### src/rtl/ipg_defer_pkg.sv
package ipg_defer_pkg;

    typedef enum logic [2:0] {
        ST_OFF,
        ST_HOLD,
        ST_BLIND,
        ST_OPEN,
        ST_GO
    } defer_st_e;

    localparam logic [1:0] MODE_DATA     = 2'd0;
    localparam logic [1:0] MODE_JAM      = 2'd1;
    localparam logic [1:0] MODE_JAM2DATA = 2'd2;

    localparam int CF_DATA  = 0;
    localparam int CF_JAM   = 1;
    localparam int CF_J2D   = 2;
    localparam int CF_BLIND = 3;
    localparam int CF_COUNT = 4;

endpackage

### src/rtl/ipg_cfg_latch.sv
module ipg_cfg_latch
    import ipg_defer_pkg::*;
#(
    parameter int FIELD_W   = 5,
    parameter int DATA_MIN  = 3,
    parameter int JAM_MIN   = 1,
    parameter int BLIND_MIN = 3,
    parameter int BLIND_RST = 16
) (
    input  logic                              clk,
    input  logic                              rst_n,
    input  logic                              enable,
    input  logic [CF_COUNT-1:0][FIELD_W-1:0]  raw_i,
    output logic [CF_COUNT-1:0][FIELD_W-1:0]  eff_o
);

    for (genvar f = 0; f < CF_COUNT; f++) begin : g_field
        localparam int LO = (f == CF_BLIND) ? BLIND_MIN :
                            (f == CF_DATA)  ? DATA_MIN  : JAM_MIN;
        localparam int RV = (f == CF_BLIND) ? BLIND_RST : LO;

        logic [FIELD_W-1:0] clamped;
        logic [FIELD_W-1:0] held_q;

        assign clamped = (raw_i[f] < FIELD_W'(LO)) ? FIELD_W'(LO) : raw_i[f];

        always_ff @(posedge clk) begin
            if (!rst_n) begin
                held_q <= FIELD_W'(RV);
            end else if (!enable) begin
                held_q <= clamped;
            end
        end

        assign eff_o[f] = held_q;
    end

endmodule

### src/rtl/ipg_nib_counter.sv
module ipg_nib_counter #(
    parameter int CNT_W = 5
) (
    input  logic             clk,
    input  logic             rst_n,
    input  logic             clear,
    input  logic             step,
    output logic [CNT_W-1:0] cnt_o
);

    always_ff @(posedge clk) begin
        if (!rst_n) begin
            cnt_o <= '0;
        end else if (clear) begin
            cnt_o <= '0;
        end else if (step) begin
            cnt_o <= cnt_o + CNT_W'(1);
        end
    end

endmodule

### src/rtl/ipg_defer_fsm.sv
module ipg_defer_fsm
    import ipg_defer_pkg::*;
#(
    parameter int FIELD_W = 5
) (
    input  logic               clk,
    input  logic               rst_n,
    input  logic               enable,
    input  logic               nib_tick,
    input  logic               carrier,
    input  logic               tx_active,
    input  logic [1:0]         gap_mode,
    input  logic [FIELD_W-1:0] eff_data,
    input  logic [FIELD_W-1:0] eff_jam,
    input  logic [FIELD_W-1:0] eff_j2d,
    input  logic [FIELD_W-1:0] eff_blind,
    input  logic [FIELD_W-1:0] cnt,
    output logic               cnt_clear,
    output logic               cnt_step,
    output logic               may_tx
);

    localparam int NXT_W = FIELD_W + 1;

    defer_st_e          state, nstate;
    logic [FIELD_W-1:0] gap_sel;
    logic [FIELD_W-1:0] mode_gap;
    logic               carrier_q;
    logic [NXT_W-1:0]   nxt;
    logic               reach_gap;
    logic               reach_blind;
    logic               medium_busy;
    logic               carrier_rise;

    always_comb begin
        unique case (gap_mode)
            MODE_JAM:      mode_gap = eff_jam;
            MODE_JAM2DATA: mode_gap = eff_j2d;
            default:       mode_gap = eff_data;
        endcase
    end

    assign nxt          = NXT_W'(cnt) + NXT_W'(1);
    assign reach_gap    = nib_tick && (nxt == NXT_W'(gap_sel));
    assign reach_blind  = nib_tick && (nxt == NXT_W'(eff_blind));
    assign medium_busy  = carrier || tx_active;
    assign carrier_rise = carrier && !carrier_q;

    // next-state selection
    always_comb begin
        nstate = state;
        if (!enable) begin
            nstate = ST_OFF;
        end else begin
            unique case (state)
                ST_OFF:   nstate = ST_HOLD;
                ST_HOLD:  if (!medium_busy) nstate = ST_BLIND;
                ST_BLIND: begin
                    if (medium_busy)      nstate = ST_HOLD;
                    else if (reach_gap)   nstate = ST_GO;
                    else if (reach_blind) nstate = ST_OPEN;
                end
                ST_OPEN: begin
                    if (tx_active)        nstate = ST_HOLD;
                    else if (reach_gap)   nstate = ST_GO;
                end
                ST_GO: begin
                    if (tx_active || carrier_rise) nstate = ST_HOLD;
                end
                default:  nstate = ST_OFF;
            endcase
        end
    end

    // state register and gap capture
    always_ff @(posedge clk) begin
        if (!rst_n) begin
            state     <= ST_OFF;
            gap_sel   <= '0;
            carrier_q <= 1'b0;
        end else begin
            state     <= nstate;
            carrier_q <= carrier;
            if (state == ST_HOLD) begin
                gap_sel <= mode_gap;
            end
        end
    end

    // outputs
    always_comb begin
        may_tx    = (state == ST_GO);
        cnt_clear = (state == ST_HOLD) || (state == ST_OFF);
        cnt_step  = nib_tick && ((state == ST_BLIND) || (state == ST_OPEN));
    end

endmodule

### src/rtl/ipg_defer_timer.sv
module ipg_defer_timer
    import ipg_defer_pkg::*;
#(
    parameter int FIELD_W   = 5,
    parameter int DATA_MIN  = 3,
    parameter int JAM_MIN   = 1,
    parameter int BLIND_MIN = 3,
    parameter int BLIND_RST = 16
) (
    input  logic               clk,
    input  logic               rst_n,
    input  logic               enable,
    input  logic               nib_tick,
    input  logic               carrier,
    input  logic               tx_active,
    input  logic [1:0]         gap_mode,
    input  logic [FIELD_W-1:0] data_gap,
    input  logic [FIELD_W-1:0] jam_gap,
    input  logic [FIELD_W-1:0] jam2data_gap,
    input  logic [FIELD_W-1:0] blind_nib,
    output logic               may_tx
);

    logic [CF_COUNT-1:0][FIELD_W-1:0] raw_f;
    logic [CF_COUNT-1:0][FIELD_W-1:0] eff_f;
    logic [FIELD_W-1:0]               cnt;
    logic                             cnt_clear;
    logic                             cnt_step;

    assign raw_f[CF_DATA]  = data_gap;
    assign raw_f[CF_JAM]   = jam_gap;
    assign raw_f[CF_J2D]   = jam2data_gap;
    assign raw_f[CF_BLIND] = blind_nib;

    ipg_cfg_latch #(
        .FIELD_W  (FIELD_W),
        .DATA_MIN (DATA_MIN),
        .JAM_MIN  (JAM_MIN),
        .BLIND_MIN(BLIND_MIN),
        .BLIND_RST(BLIND_RST)
    ) cfg_i (
        .clk   (clk),
        .rst_n (rst_n),
        .enable(enable),
        .raw_i (raw_f),
        .eff_o (eff_f)
    );

    ipg_nib_counter #(
        .CNT_W(FIELD_W)
    ) cnt_i (
        .clk  (clk),
        .rst_n(rst_n),
        .clear(cnt_clear),
        .step (cnt_step),
        .cnt_o(cnt)
    );

    ipg_defer_fsm #(
        .FIELD_W(FIELD_W)
    ) fsm_i (
        .clk      (clk),
        .rst_n    (rst_n),
        .enable   (enable),
        .nib_tick (nib_tick),
        .carrier  (carrier),
        .tx_active(tx_active),
        .gap_mode (gap_mode),
        .eff_data (eff_f[CF_DATA]),
        .eff_jam  (eff_f[CF_JAM]),
        .eff_j2d  (eff_f[CF_J2D]),
        .eff_blind(eff_f[CF_BLIND]),
        .cnt      (cnt),
        .cnt_clear(cnt_clear),
        .cnt_step (cnt_step),
        .may_tx   (may_tx)
    );

endmodule

### config.mk
export PLATFORM = sky130hd
export DESIGN_NAME = ipg_defer_timer
export DESIGN_NICKNAME = d
export VERILOG_FILES = /design/src/rtl/ipg_defer_pkg.sv /design/src/rtl/ipg_cfg_latch.sv /design/src/rtl/ipg_nib_counter.sv /design/src/rtl/ipg_defer_fsm.sv /design/src/rtl/ipg_defer_timer.sv
export SDC_FILE = /design/constraint.sdc
export NUM_CORES = 1
export LEC_CHECK = 0
export BUFFER_PORTS_ARGS = -buffer_cell sky130_fd_sc_hd__buf_4
export CORE_MARGIN = 3
export CORE_UTILIZATION = 60
export CTS_CLUSTER_DIAMETER = 40
export DETAILED_ROUTE_END_ITERATION = 8
export GPL_ROUTABILITY_DRIVEN = 0
export PLACE_DENSITY = 0.81
export RECOVER_POWER = 100
export SLEW_MARGIN = 20
export SYNTH_ARGS = -nofsm -noshare
export SYNTH_HDL_FRONTEND = slang
export SYNTH_SLANG_ARGS = --single-unit
### constraint.sdc
create_clock -name clk -period 5.2 [get_ports clk]
set_input_delay 1.04 -clock clk [delete_from_list [all_inputs] [get_ports clk]]
set_output_delay 1.04 -clock clk [all_outputs]
set_load 0.005 [all_outputs]
== Yosys cells after proc, flatten, opt, wreduce, memory -nomap -nowiden ==
Cells that the tools add are included.

* Register bits after elaboration: 34
* Input bits: 28

* Add/subtract/negate cells: 2
* $lt $le $gt $ge: 4
* Equal/unequal tests: 12
* Mux-type cells: 13
* Bitwise gates (word level): 1
* Reductions and logical operators: 13

{| class="wikitable"
|+ Operator list
! operator !! count
|-
| 3-bit 2-to-1 mux || 7
|-
| 5-bit 2-to-1 mux || 4
|-
| 3-bit one-hot mux with 5 select lines || 1
|-
| 6-bit by 5-bit equality test with 1-bit output || 2
|-
| 5-bit by 1-bit < comparator with 1-bit output, second input constant || 2
|-
| 5-bit by 2-bit < comparator with 1-bit output, second input constant || 2
|-
| 5-bit one-hot mux with 2 select lines || 1
|-
| 5-bit by 1-bit adder with 6-bit output, second input constant || 1
|-
| 3-bit by 2-bit equality test with 1-bit output, second input constant || 2
|-
| 5-bit by 1-bit adder with 5-bit output, second input constant || 1
|-
| 1-bit logical AND || 4
|-
| 1-bit logical OR || 4
|-
| 4-bit by 1-bit inequality test with 1-bit output, second input constant || 1
|-
| 4-bit AND reduction || 1
|-
| 3-bit by 1-bit equality test with 1-bit output, second input constant || 1
|-
| 3-bit equality test, second input constant || 1
|-
| 3-bit zero test || 1
|-
| 3-bit by 2-bit inequality test with 1-bit output, second input constant || 1
|-
| 2-bit by 1-bit equality test with 1-bit output, second input constant || 1
|-
| 2-bit equality test, second input constant || 1
|-
| 2-bit by 1-bit inequality test with 1-bit output, second input constant || 1
|-
| 2-bit inequality test, second input constant || 1
|-
| 2-bit AND reduction || 1
|-
| 2-bit OR reduction || 1
|-
| other kinds (2) || 2
|}

== Logic depth before layout (Yosys ltp) ==
* Word-level depth: 7
* Gate-level depth with buffers: 7

== Hierarchy ==
From an unflattened synthesis, not the netlist that was laid out.

* Cell total of the unflattened synthesis: 211
* Area total of the unflattened synthesis: 1893.1 µm²

{| class="wikitable"
|+ By module, submodules not included
! module !! times used !! cells an instance !! area each (µm²)
|-
| ipg_defer_fsm || 1 || 117 || 874.6
|-
| ipg_cfg_latch || 1 || 71 || 779.5
|-
| ipg_nib_counter || 1 || 23 || 239.0
|}

== Least setup slack after synthesis ==
Ideal clock, no wire load.

* Kind: input -> register
* Start: input port gap_mode[0]
* End: register fsm_i.gap_sel[0]
* Library setup time: 0.116 ns
* Arrival: 1.843 ns
* Slack: 3.241 ns
* Cell stages on the path: 6
* Buffers on the path: 1
* Cell sequence: inv_1 > ha_1 > buf_1 > o21ai_0 > mux2i_1 > nor2b_1

* Longest elaborated chain between the ends: 2
* Elaborated cells between the ends (all ways): 3

{| class="wikitable"
|+ RTL lines
! element !! RTL line !! text
|-
| start, declared || ipg_defer_timer.sv:16 || <nowiki>input logic [1:0] gap_mode,</nowiki>
|-
| 2-bit equality test or 2-bit by 1-bit equality test with 1-bit output (tied branches) || ipg_defer_fsm.sv:36 || <nowiki>unique case (gap_mode)</nowiki>
|-
| 5-bit one-hot mux with 2 select lines * || ipg_defer_fsm.sv:36 ||
|-
| end signal, assigned || ipg_defer_fsm.sv:85 || <nowiki>gap_sel <= mode_gap;</nowiki>
|-
| end, declared || ipg_defer_fsm.sv:26 || <nowiki>logic [FIELD_W-1:0] gap_sel;</nowiki>
|}

Every way passes the cells marked *; elsewhere a longest branch is shown, timed or not.
A chain may end at the register's enable or synchronous reset.

== Worst setup path in the final report ==
* Start: register fsm_i.state[2]
* End: output port may_tx

* Longest elaborated chain between the ends: 1

{| class="wikitable"
|+ RTL lines
! element !! RTL line !! text
|-
| start, declared || ipg_defer_fsm.sv:25 || <nowiki>defer_st_e state, nstate;</nowiki>
|-
| start signal, assigned || ipg_defer_fsm.sv:82 || <nowiki>state <= nstate;</nowiki>
|-
| 3-bit equality test || ipg_defer_fsm.sv:92 || <nowiki>may_tx = (state == ST_GO);</nowiki>
|-
| end, declared || ipg_defer_timer.sv:21 || <nowiki>output logic may_tx</nowiki>
|}

No other way between the ends.

==> run_summary.xml <==
<?xml version="1.0" encoding="UTF-8"?>
<metrics>
  <group name="layout">
    <metric name="layout.cells.most_common_list" unit="">dfxtp_1, buf_4, nor2b_1, mux2i_1, o21ai_0</metric>
    <metric name="syn2layout_area_growth" unit="%">16.6</metric>
    <metric name="num_antenna_cells" unit="">0</metric>
    <metric name="fin_util" unit="">0.750</metric>
    <metric name="layout_commonest_cell" unit="">dfxtp_1</metric>
    <metric name="final_layout_size_suffix_gt1_frac" unit="">0.185</metric>
    <metric name="number_of_nets_in_the_final_layout" unit="">257</metric>
  </group>
  <group name="global_routing">
    <metric name="globalRoute.totalOverflow" unit="">0</metric>
    <metric name="grt_first_pass_wirelength" unit="µm">6490</metric>
    <metric name="grt_max_degree" unit="">33</metric>
    <metric name="global_route_total_usage_across_every_layer" unit="">0.237</metric>
    <metric name="grt_pass1_vias" unit="">1450</metric>
    <metric name="grt_antenna_before_repair" unit="">0</metric>
  </group>
  <group name="clock_network">
    <metric name="htree_levels" unit="">2</metric>
    <metric name="cts.reportedPaths.clkPinSlew" unit="ps">110</metric>
    <metric name="clk_latency" unit="ps">350</metric>
    <metric name="cts_tree" unit="">built</metric>
    <metric name="clock-sinks" unit="">34</metric>
    <metric name="cts_buffer_depth" unit="">2</metric>
    <metric name="number_of_setup_buffers_added_after_cts" unit="">0</metric>
    <metric name="cts_inserted_buffers" unit="">5</metric>
    <metric name="cts_root_buf" unit="">clkbuf_4</metric>
    <metric name="post_cts_resized" unit="">0</metric>
    <metric name="cts-hold-fix-buffers" unit="">0</metric>
  </group>
  <group name="power_and_ir_drop">
    <metric name="leakagePower" unit="nW">0.844</metric>
    <metric name="post-layout-total-power" unit="W">0.000598</metric>
    <metric name="peak_ir_drop_on_the_vdd_network" unit="mV">0.274</metric>
    <metric name="power.density" unit="mW/mm²">284</metric>
  </group>
  <group name="synthesis">
    <metric name="netlist_instances" unit="">202</metric>
    <metric name="ys_dominant_reg_cell" unit="">dfxtp_1</metric>
    <metric name="synth_fp_nets" unit="">233</metric>
    <metric name="yosysWarnings" unit="">0</metric>
    <metric name="synth_area" unit="mm²">0.00181</metric>
    <metric name="netlist_top_cells_area" unit="">dfxtp_1, mux2i_1, nor2b_1</metric>
    <metric name="yosysUniqueCellTypes" unit="">40</metric>
    <metric name="synth_top_cell_area_share" unit="">0.377</metric>
    <metric name="sequential_element_share_of_the_synthesized_area" unit="">0.377</metric>
    <metric name="synthDominantAreaCellType" unit="">dfxtp_1</metric>
    <metric name="syn-mean-instance-area" unit="µm²">8.94</metric>
    <metric name="ys_ff_latch" unit="">34</metric>
    <metric name="synthArstFlopShare" unit="">0</metric>
    <metric name="synth_edf_count" unit="">0</metric>
  </group>
  <group name="floorplanning">
    <metric name="core.rowCount" unit="">19</metric>
    <metric name="io-pin-count" unit="">29</metric>
    <metric name="fp.dieArea" unit="mm²">0.00370</metric>
    <metric name="die_width" unit="µm">60.9</metric>
    <metric name="design.core.area" unit="mm²">0.00281</metric>
    <metric name="initial_utilization" unit="">0.644</metric>
    <metric name="chipHeight" unit="µm">60.9</metric>
  </group>
  <group name="worst_setup_path">
    <metric name="setup.worst_path.class" unit="">reg -&gt; out</metric>
    <metric name="setup.reg_to_reg.worst_slack" unit="ps">3220</metric>
    <metric name="worstPathMaxFanout" unit="">14</metric>
    <metric name="worst_ep_required_time" unit="ps">4160</metric>
    <metric name="cpMaxStageDelayCell" unit="">dfxtp_1</metric>
    <metric name="worst_setup_path_end_kind" unit="">primary output</metric>
    <metric name="worst_path_dominant_cell_family" unit="">flip-flops</metric>
    <metric name="signal_arrival_time_at_the_worst_endpoint" unit="ps">1530</metric>
    <metric name="critPathMaxStageDelay" unit="ps">630</metric>
    <metric name="timing.reg2reg.worst_path_depth" unit="">7</metric>
    <metric name="worst-path-buf-inv" unit="">1</metric>
    <metric name="crit_path_start_kind" unit="">flip-flop</metric>
    <metric name="path_depth" unit="">2</metric>
    <metric name="crit_chain" unit="">nor3b_1, buf_4</metric>
  </group>
  <group name="drt">
    <metric name="detail_route.first_pass.iterations" unit="">5</metric>
    <metric name="post_drt_via_cell_ratio" unit="">5.87</metric>
    <metric name="route.met2.wl" unit="µm">1910</metric>
    <metric name="detailroute.via_count" unit="">1515</metric>
    <metric name="m1WireLength" unit="µm">1770</metric>
    <metric name="totalWireLength" unit="µm">3910</metric>
    <metric name="drt_drc_violations_left" unit="">0</metric>
    <metric name="route.met3.wl" unit="µm">204</metric>
    <metric name="iter_0_drt_violations" unit="">157</metric>
    <metric name="top_layer_used" unit="">met4</metric>
    <metric name="postRouteAntennaNets" unit="">0</metric>
    <metric name="wire_per_inst" unit="µm">15.1</metric>
  </group>
  <group name="timing">
    <metric name="finalWorstPathRequiredPeriod" unit="ps">2570</metric>
    <metric name="hold_vio_cnt_final" unit="">0</metric>
    <metric name="hold-worst-slack" unit="ps">517</metric>
    <metric name="clock.fmax" unit="MHz">390</metric>
    <metric name="finalSetupTns" unit="ps">0</metric>
    <metric name="min_period_over_period" unit="">0.493</metric>
    <metric name="max-slew-margin-rel" unit="">0.235</metric>
    <metric name="finalClockSkew" unit="ps">8.49</metric>
    <metric name="final_setup_violation_count" unit="">0</metric>
    <metric name="slew_violations" unit="">0</metric>
    <metric name="grt_setup_unrepaired" unit="">no</metric>
    <metric name="tightestPinTransition" unit="ps">1150</metric>
  </group>
  <group name="worst_hold_path">
    <metric name="min_delay_path_depth" unit="">1</metric>
    <metric name="hold_path_class" unit="">reg -&gt; reg</metric>
  </group>
  <group name="run_status">
    <metric name="status" unit="">completed</metric>
  </group>
  <group name="flow_run">
    <metric name="max_cap_violations" unit="">0</metric>
  </group>
  <group name="placement">
    <metric name="detailed_place_hpwl" unit="µm">2840</metric>
    <metric name="io_buffers" unit="">28</metric>
  </group>
</metrics>
## state kept, by name, summed over array words and instances (netlist names)
name,count
cfg_i.g_field.held_q,20
cnt_i.cnt_o,5
fsm_i.gap_sel,5
fsm_i.state,3
fsm_i.carrier_q,1
## where the power goes
group,internal (W),leakage [nW],switching (W),total (W)
sequential,0.000272,0.279,0.00000863,0.000281
clock,0.000150,0.0554,0.0000977,0.000248
combinational,0.0000360,0.510,0.0000328,0.0000688
total,0.000459,0.844,0.000139,0.000598
## cells in the mapped netlist (3+ instances only)
master / count
buf_2: 3
nand2b_1: 4
clkbuf_1: 6
nand2_1: 12
nor3_1: 8
a22oi_1: 8
nor2b_1: 22
xnor2_1: 4
xor2_1: 6
a21boi_0: 3
nand3_1: 3
a21oi_1: 4
dfxtp_1: 34
nor3b_1: 4
mux2i_1: 20
nor2_1: 11
inv_1: 7
o21ai_0: 14
ha_1: 3
## worst paths after layout
check | end | startpoint
setup / recovery | may_tx | fsm_i.state[2]$_SDFFE_PN0P_
hold / removal | cfg_i.g_field[0].held_q[0]$_SDFFE_PN1N_ | cfg_i.g_field[0].held_q[0]$_SDFFE_PN1N_
setup reg to reg | fsm_i.state[0]$_SDFFE_PN0P_ | cnt_i.cnt_o[0]$_SDFFE_PP0P_
hold reg to reg | cfg_i.g_field[0].held_q[0]$_SDFFE_PN1N_ | cfg_i.g_field[0].held_q[0]$_SDFFE_PN1N_
## per-layer routing
metal | vias to the layer above | GRT usage
met5 | - | 0
met4 | 0 | 0.0681
met1 | 709 | 0.286
met2 | 50 | 0.405
met3 | 3 | 0.0766
li1 | 753 | -
## metrics by stage
stage | instance area, µm² | std cells | worst slack [ps]
final | 2100 | 258 | 2630
after global routing | 2100 | 258 | 2500
after CTS | 2110 | 258 | 2670
after detailed placement | 2000 | 250 | 3060
after global placement | 2000 | 250 | 3130
after floorplan | 1810 | 202 | 3240
## logic make-up after synthesis
logic type / Yosys count / synth area share
xor gates and xnor gates: 12 / 0.0665
muxes: 20 / 0.111
AOI/OAI and AO/OA: 42 / 0.159
and+or+nand+nor: 73 / 0.222
DFF: 34 / 0.377
buffers and inverters: 18 / 0.0437
adders and majority gates: 3 / 0.0208
## layout make-up
class | instances | area (µm²)
clock buffer | 5 | 37.5
tap | 31 | 38.8
multi-input combinational | 150 | 1050
inverter | 7 | 26.3
fill | 199 | 701
timing repair buffer | 28 | 206
clock inverter | 3 | 68.8
sequential | 34 | 681
Power figures use the tool's default switching activity.
